## config.mk

```make
export PLATFORM = sky130hd
export DESIGN_NAME = rx_deser_top
export DESIGN_NICKNAME = d
export VERILOG_FILES = /design/src/rtl/rx_deser_pkg.sv /design/src/rtl/rx_deser_shift.sv /design/src/rtl/rx_deser_status.sv /design/src/rtl/rx_deser_csr.sv /design/src/rtl/rx_deser_top.sv
export SDC_FILE = /design/constraint.sdc
export NUM_CORES = 1
export LEC_CHECK = 0
export BUFFER_PORTS_ARGS = -buffer_cell sky130_fd_sc_hd__buf_2
export CORE_ASPECT_RATIO = 1.25
export CORE_MARGIN = 8
export CORE_UTILIZATION = 50
export DETAILED_ROUTE_END_ITERATION = 8
export PLACE_DENSITY = 0.7
export SLEW_MARGIN = 10
export SYNTH_ARGS = -nofsm -noshare
export SYNTH_HDL_FRONTEND = slang
export SYNTH_SLANG_ARGS = --single-unit
export TNS_END_PERCENT = 30
```

## constraint.sdc

```tcl
create_clock -name clk -period 4.6 [get_ports clk]
set_input_delay 0.23 -clock clk [delete_from_list [all_inputs] [get_ports clk]]
set_output_delay 0.23 -clock clk [all_outputs]
set_load 0.05 [all_outputs]
```

## src/rtl/rx_deser_pkg.sv

```systemverilog
package rx_deser_pkg;
  localparam int ADDR_W = 3;
  localparam logic [ADDR_W-1:0] A_CTRL = 3'd0;
  localparam logic [ADDR_W-1:0] A_IE   = 3'd1;
  localparam logic [ADDR_W-1:0] A_DATA = 3'd2;
  localparam logic [ADDR_W-1:0] A_STAT = 3'd3;
  localparam logic [ADDR_W-1:0] A_CNT  = 3'd4;
  localparam int ST_FULL = 0;
  localparam int ST_OVF  = 1;
  localparam int ST_EOF  = 2;
  localparam int ST_UNF  = 3;
  localparam int ST_W    = 4;
endpackage

```

## src/rtl/rx_deser_shift.sv

```systemverilog
module rx_deser_shift #(
  parameter int DW = 8,
  parameter int GW = 3,
  parameter int CW = 4
) (
  input  logic          clk,
  input  logic          rst,
  input  logic          en,
  input  logic [GW-1:0] gap_len,
  input  logic          strobe,
  input  logic          valid,
  input  logic          din,
  output logic          xfer,
  output logic [DW-1:0] xfer_data,
  output logic [CW-1:0] xfer_cnt,
  output logic          eof
);
  localparam logic [CW-1:0] LAST   = CW'(DW - 1);
  localparam logic [CW-1:0] FULL_C = CW'(DW);

  logic [DW-1:0] sh_q;
  logic [CW-1:0] cnt_q;
  logic [GW-1:0] gap_q;
  logic          armed_q;
  logic          take, idle_bit, fill, gap_hit;

  always_comb begin
    take     = en & strobe & valid;
    idle_bit = en & strobe & ~valid;
    fill     = take & (cnt_q == LAST);
    gap_hit  = idle_bit & armed_q & (gap_q >= gap_len);
    xfer     = fill | (gap_hit & (cnt_q != '0));
    eof      = gap_hit;
    if (fill) begin
      xfer_data = {sh_q[DW-2:0], din};
      xfer_cnt  = FULL_C;
    end else begin
      xfer_data = sh_q << (FULL_C - cnt_q);
      xfer_cnt  = cnt_q;
    end
  end

  always_ff @(posedge clk) begin
    if (rst || !en) begin
      sh_q    <= '0;
      cnt_q   <= '0;
      gap_q   <= '0;
      armed_q <= 1'b0;
    end else if (take) begin
      armed_q <= 1'b1;
      gap_q   <= '0;
      if (fill) begin
        sh_q  <= '0;
        cnt_q <= '0;
      end else begin
        sh_q  <= {sh_q[DW-2:0], din};
        cnt_q <= cnt_q + 1'b1;
      end
    end else if (idle_bit && armed_q) begin
      if (gap_hit) begin
        armed_q <= 1'b0;
        gap_q   <= '0;
        cnt_q   <= '0;
        sh_q    <= '0;
      end else begin
        gap_q <= gap_q + 1'b1;
      end
    end
  end
endmodule

```

## src/rtl/rx_deser_status.sv

```systemverilog
module rx_deser_status
  import rx_deser_pkg::*;
#(
  parameter int DW = 8,
  parameter int CW = 4
) (
  input  logic            clk,
  input  logic            rst,
  input  logic            xfer,
  input  logic [DW-1:0]   xfer_data,
  input  logic [CW-1:0]   xfer_cnt,
  input  logic            eof,
  input  logic            rd_data_stb,
  input  logic            rd_stat_stb,
  output logic [DW-1:0]   hold_data,
  output logic [CW-1:0]   hold_cnt,
  output logic [ST_W-1:0] status
);
  always_ff @(posedge clk) begin
    if (rst) begin
      hold_data <= '0;
      hold_cnt  <= '0;
    end else if (xfer) begin
      hold_data <= xfer_data;
      hold_cnt  <= xfer_cnt;
    end
  end

  always_ff @(posedge clk) begin
    if (rst) begin
      status <= '0;
    end else begin
      if (xfer)             status[ST_FULL] <= 1'b1;
      else if (rd_data_stb) status[ST_FULL] <= 1'b0;

      if (xfer && status[ST_FULL] && !rd_data_stb) status[ST_OVF] <= 1'b1;
      else if (rd_stat_stb)                          status[ST_OVF] <= 1'b0;

      if (rd_data_stb && !status[ST_FULL]) status[ST_UNF] <= 1'b1;
      else if (rd_stat_stb)                 status[ST_UNF] <= 1'b0;

      if (eof)              status[ST_EOF] <= 1'b1;
      else if (rd_stat_stb) status[ST_EOF] <= 1'b0;
    end
  end
endmodule

```

## src/rtl/rx_deser_csr.sv

```systemverilog
module rx_deser_csr
  import rx_deser_pkg::*;
#(
  parameter int DW      = 8,
  parameter int GW      = 3,
  parameter int CW      = 4,
  parameter int GAP_RST = 3
) (
  input  logic              clk,
  input  logic              rst,
  input  logic              reg_wr,
  input  logic              reg_rd,
  input  logic [ADDR_W-1:0] reg_addr,
  input  logic [DW-1:0]     reg_wdata,
  input  logic [DW-1:0]     hold_data,
  input  logic [CW-1:0]     hold_cnt,
  input  logic [ST_W-1:0]   status,
  output logic              en,
  output logic [GW-1:0]     gap_len,
  output logic [ST_W-1:0]   ie,
  output logic              rd_data_stb,
  output logic              rd_stat_stb,
  output logic [DW-1:0]     reg_rdata,
  output logic              irq
);
  logic unused_wbits;
  assign unused_wbits = ^reg_wdata;

  assign rd_data_stb = reg_rd && (reg_addr == A_DATA);
  assign rd_stat_stb = reg_rd && (reg_addr == A_STAT);

  always_ff @(posedge clk) begin
    if (rst) begin
      en      <= 1'b1;
      gap_len <= GW'(GAP_RST);
      ie      <= '0;
    end else if (reg_wr) begin
      if (reg_addr == A_CTRL) begin
        en      <= reg_wdata[GW];
        gap_len <= reg_wdata[GW-1:0];
      end
      if (reg_addr == A_IE) ie <= reg_wdata[ST_W-1:0];
    end
  end

  always_ff @(posedge clk) begin
    if (rst) begin
      reg_rdata <= '0;
    end else if (reg_rd) begin
      case (reg_addr)
        A_CTRL:  reg_rdata <= DW'({en, gap_len});
        A_IE:    reg_rdata <= DW'(ie);
        A_DATA:  reg_rdata <= hold_data;
        A_STAT:  reg_rdata <= DW'(status);
        A_CNT:   reg_rdata <= DW'(hold_cnt);
        default: reg_rdata <= '0;
      endcase
    end
  end

  always_ff @(posedge clk) begin
    if (rst) irq <= 1'b0;
    else     irq <= |(status & ie);
  end
endmodule

```

## src/rtl/rx_deser_top.sv

```systemverilog
module rx_deser_top
  import rx_deser_pkg::*;
#(
  parameter int DW      = 8,
  parameter int GW      = 3,
  parameter int GAP_RST = 3
) (
  input  logic              clk,
  input  logic              rst,
  input  logic              bit_strobe,
  input  logic              bit_valid,
  input  logic              bit_data,
  input  logic              reg_wr,
  input  logic              reg_rd,
  input  logic [ADDR_W-1:0] reg_addr,
  input  logic [DW-1:0]     reg_wdata,
  output logic [DW-1:0]     reg_rdata,
  output logic              irq,
  output logic              serial_out,
  output logic              serial_valid
);
  localparam int CW = $clog2(DW + 1);

  logic            en;
  logic [GW-1:0]   gap_len;
  logic [ST_W-1:0] ie;
  logic            rd_data_stb, rd_stat_stb;
  logic            xfer, eof_evt;
  logic [DW-1:0]   xfer_data, hold_data;
  logic [CW-1:0]   xfer_cnt, hold_cnt;
  logic [ST_W-1:0] status;

  rx_deser_shift #(.DW(DW), .GW(GW), .CW(CW)) u_shift (
    .clk(clk), .rst(rst), .en(en), .gap_len(gap_len),
    .strobe(bit_strobe), .valid(bit_valid), .din(bit_data),
    .xfer(xfer), .xfer_data(xfer_data), .xfer_cnt(xfer_cnt), .eof(eof_evt)
  );

  rx_deser_status #(.DW(DW), .CW(CW)) u_status (
    .clk(clk), .rst(rst), .xfer(xfer), .xfer_data(xfer_data),
    .xfer_cnt(xfer_cnt), .eof(eof_evt), .rd_data_stb(rd_data_stb),
    .rd_stat_stb(rd_stat_stb), .hold_data(hold_data), .hold_cnt(hold_cnt),
    .status(status)
  );

  rx_deser_csr #(.DW(DW), .GW(GW), .CW(CW), .GAP_RST(GAP_RST)) u_csr (
    .clk(clk), .rst(rst), .reg_wr(reg_wr), .reg_rd(reg_rd),
    .reg_addr(reg_addr), .reg_wdata(reg_wdata), .hold_data(hold_data),
    .hold_cnt(hold_cnt), .status(status), .en(en), .gap_len(gap_len),
    .ie(ie), .rd_data_stb(rd_data_stb), .rd_stat_stb(rd_stat_stb),
    .reg_rdata(reg_rdata), .irq(irq)
  );

  always_ff @(posedge clk) begin
    if (rst) begin
      serial_out   <= 1'b0;
      serial_valid <= 1'b0;
    end else begin
      serial_valid <= bit_strobe & bit_valid & ~en;
      serial_out   <= bit_data & ~en;
    end
  end
endmodule

```

==> flow_metrics.tcl <==
set metrics [dict create \
    ff2ff_setup_slack_ns 1.84 \
    worstRegToRegCells 6 \
    clkPwrFrac 0.340 \
    finalSetupViolCount 0 \
    finalSetupTns_ns 0 \
    cp.arrival_ns 2.98 \
    fmax_ghz 0.362 \
    netSwitchingPower_mw 0.213 \
    worstHoldStart "reg_wdata[0]" \
    p_per_area_mw_per_mm2 292 \
    fin_crit_ns 2.76 \
    swShare 0.262 \
    finish.utilization 0.550 \
    cts_buffers 5 \
    vias 2056 \
    seqPwrFrac 0.561 \
    hold_end "u_csr.gap_len[0]" \
    drv_cap 0 \
    syn-num-nets 308 \
    path_delay_family "compound AO/OA/AOI/OAI gates" \
    syn_inst 284 \
    gp_congestion 0.893 \
    synth_area_leaders "dfxtp_1, mux2i_1, nor2_1, a21oi_1, ha_1" \
    initial_core_util 0.515 \
    grt_use_total 0.144 \
    synth-edff-count 0 \
    critPathSlowestCell "dfxtp_1" \
    hpwl_um 3930 \
    r2r_start "u_shift.cnt_q[0]" \
    grt_pass1_vias 2013 \
    crit_required_ns 4.82 \
    rsz0062_at_grt "false" \
    p_leak_nw 1.04 \
    drtIter0Drc 95 \
    status "finished clean" \
    syn_to_final_growth_pct 6.70 \
    clk_pin_slew_ns 0.10 \
    cts_tree "done" \
    synth_top_area_frac 0.390 \
    yosys_warnings 0 \
    synthArstFlopShare 0 \
    comb_power_share 0.099 \
    critPathMaxFanout 20 \
    wirelength_um 5540 \
    critPathCaptureType "register" \
    hold_class "in2reg" \
    die_area_mm2 0.00782 \
    relSlewSlack 0.281 \
    io_pins 29 \
    synth-main-ff-cell "dfxtp_1" \
    io_buffers 24 \
    cts_setup_buffers 0 \
    seq_area_frac_synth 0.390 \
    cts_resized 0 \
    power.internal_mw 0.601 \
    finalHoldViolations 0 \
    drive_gt1_frac 0.169 \
    ys_types 60 \
    die_h_um 96.9 \
    drt_first_pass_iters 4 \
    cts.sinks 51 \
    worstPathCellList "ha_1 -> nand3b_2 -> nor2_2 -> a31o_1 -> nor2_1 -> a311oi_2" \
    core_mm2 0.00508 \
    post_synth.cell_area_avg_um2 9.21 \
    nets 319 \
    hold_depth 2 \
    drc 0 \
    maxSlewViolCount 0 \
    worstSetupPathType "reg2reg" \
    cts_root_buf "clkbuf_8" \
    ir_drop_mv 0.123 \
    htreeDepth 2 \
    yosys.area.top_type "dfxtp_1" \
    r2r_end "u_status.hold_data[6]" \
    die_x_um 80.7 \
    grt-ovfl-total 0 \
    grt_max_degree 38 \
    n_antenna_cell 0 \
    antenna_found_initial 0 \
    grt_pass1_wl_um 9350 \
    syn_area_mm2 0.00262 \
    ant_nets 0 \
    rows 29 \
    period_share 0.601 \
    ys_ff_latch 51 \
    slowest_delay_ns 0.78 \
    finClkSkew_ns 0.00767 \
    clock_path_buffers 2 \
    hold_buffers 0 \
    start_kind "register" \
    wire_per_inst_um 15.5 \
    vias_per_cell 5.74 \
    clkLatencyLatePin_ns 0.31 \
    critPathBufInv 0 \
    max_slew.worst_pin.slew_ns 1.06 \
]
layout by cell type (no fill, tap or decap), types with 2 or more instances in the layout:
master,instances
dfxtp_1,51
nor2_1,34
a21oi_1,24
buf_2,24
nand2_1,18
mux2i_1,17
nor2b_1,10
nand3_1,10
nor3_1,7
nand2b_1,7
a22o_1,7
a211oi_1,6
ha_1,6
clkbuf_8,6
inv_1,5
a22oi_1,5
o21ai_0,4
a211o_1,3
a31oi_1,3
nor2_2,2
nor4_1,2
o2111ai_1,2
a311oi_2,2
mux4_1,2
o31ai_1,2
nor3b_1,2
xor2_1,2
mux4_2,2
logic make-up after synthesis:
logic type / Yosys count / share of synthesized area
buffers and inverters: 26 / 0.0550
XOR/XNOR: 4 / 0.0163
multiplexers: 22 / 0.107
flip-flops: 51 / 0.390
AO/OA/AOI/OAI: 70 / 0.190
AND/OR/NAND/NOR: 105 / 0.213
adder cells (fa/ha/maj): 6 / 0.0287
per-stage QoR:
stage                     power, mW  cells  worst slack [ns]  instance area [um^2]  hold slack [ns]
after floorplan               0.528    284              2.54                  2620            0.348
after global placement        0.546    350              1.95                  2690            0.440
after detailed placement      0.547    350              1.90                  2690            0.448
after CTS                     0.820    358              1.88                  2790            0.131
after global routing          0.846    358              1.50                  2790            0.139
final                         0.814    358              1.84                  2790            0.138
cell type report:
class | instances | area [um^2]
Clock buffer | 6 | 82.6
Clock inverter | 2 | 16.3
Fill cell | 497 | 2290
Inverter | 6 | 22.5
Multi-Input combinational cell | 207 | 1450
Sequential cell | 51 | 1020
Tap cell | 62 | 77.6
Timing Repair Buffer | 24 | 120
per-layer routing:
metal | up-vias | wire length (um) | track usage | part of all wire
met4 | 0 | 168 | 0.0731 | 0.030
met5 | - | 0 | 0 | 0
li1 | 1056 | - | - | -
met3 | 11 | 159 | 0.0250 | 0.029
met1 | 957 | 2520 | 0.175 | 0.46
met2 | 32 | 2690 | 0.234 | 0.49
synth_stat cells (6+ instances only):
library cell and n:
dfxtp_1 51, nor2_1 34, a21oi_1 24, nand2_1 18, mux2i_1 17, clkbuf_1 10, nand3_1 10, nor2b_1 10
a22o_1 7, nand2b_1 7, nor3_1 7, a211oi_1 6, ha_1 6
sequential cells by signal, indices dropped and copies added (netlist names), 3 cells and up:
register            flops
u_csr.gap_len           3
u_shift.cnt_q           4
u_status.status         4
u_csr.reg_rdata         8
u_status.hold_data      8
u_csr.ie                4
u_shift.gap_q           3
u_status.hold_cnt       4
u_shift.sh_q            8
worst max-delay path by stage:
stage / startpoint / endpoint / slack (ns) / cells after the start
final: u_shift.cnt_q[0] / u_status.hold_data[6] / 1.84 / 6
after global routing: u_shift.cnt_q[0] / u_status.hold_data[6] / 1.50 / 6
after CTS: u_shift.cnt_q[0] / u_status.hold_data[6] / 1.88 / 6
after detailed placement: u_shift.cnt_q[0] / u_status.hold_data[6] / 1.90 / 6
after global placement: u_shift.cnt_q[0] / u_status.hold_data[6] / 1.95 / 6
after floorplan: u_shift.cnt_q[1] / u_status.hold_data[7] / 2.54 / 9
power groups by stage:
stage | combinational (mW) | sequential (mW) | clock, mW
3_5_place_dp | 0.0802 | 0.467 | 0
6_report | 0.0802 | 0.457 | 0.277
3_3_place_gp | 0.0795 | 0.466 | 0
5_1_grt | 0.0884 | 0.458 | 0.300
2_1_floorplan | 0.0614 | 0.467 | 0
4_1_cts | 0.0804 | 0.456 | 0.283
worst register-to-register path: cells and delay by family, from the launching register on:
| family | cells | cell delay [ns] |
|---|---|---|
| flops | 1 | 0.78 |
| simple gates | 3 | 0.74 |
| compound gates | 2 | 0.85 |
| fa+ha+maj | 1 | 0.31 |
Note: power is estimated with default switching activity, not from simulation.
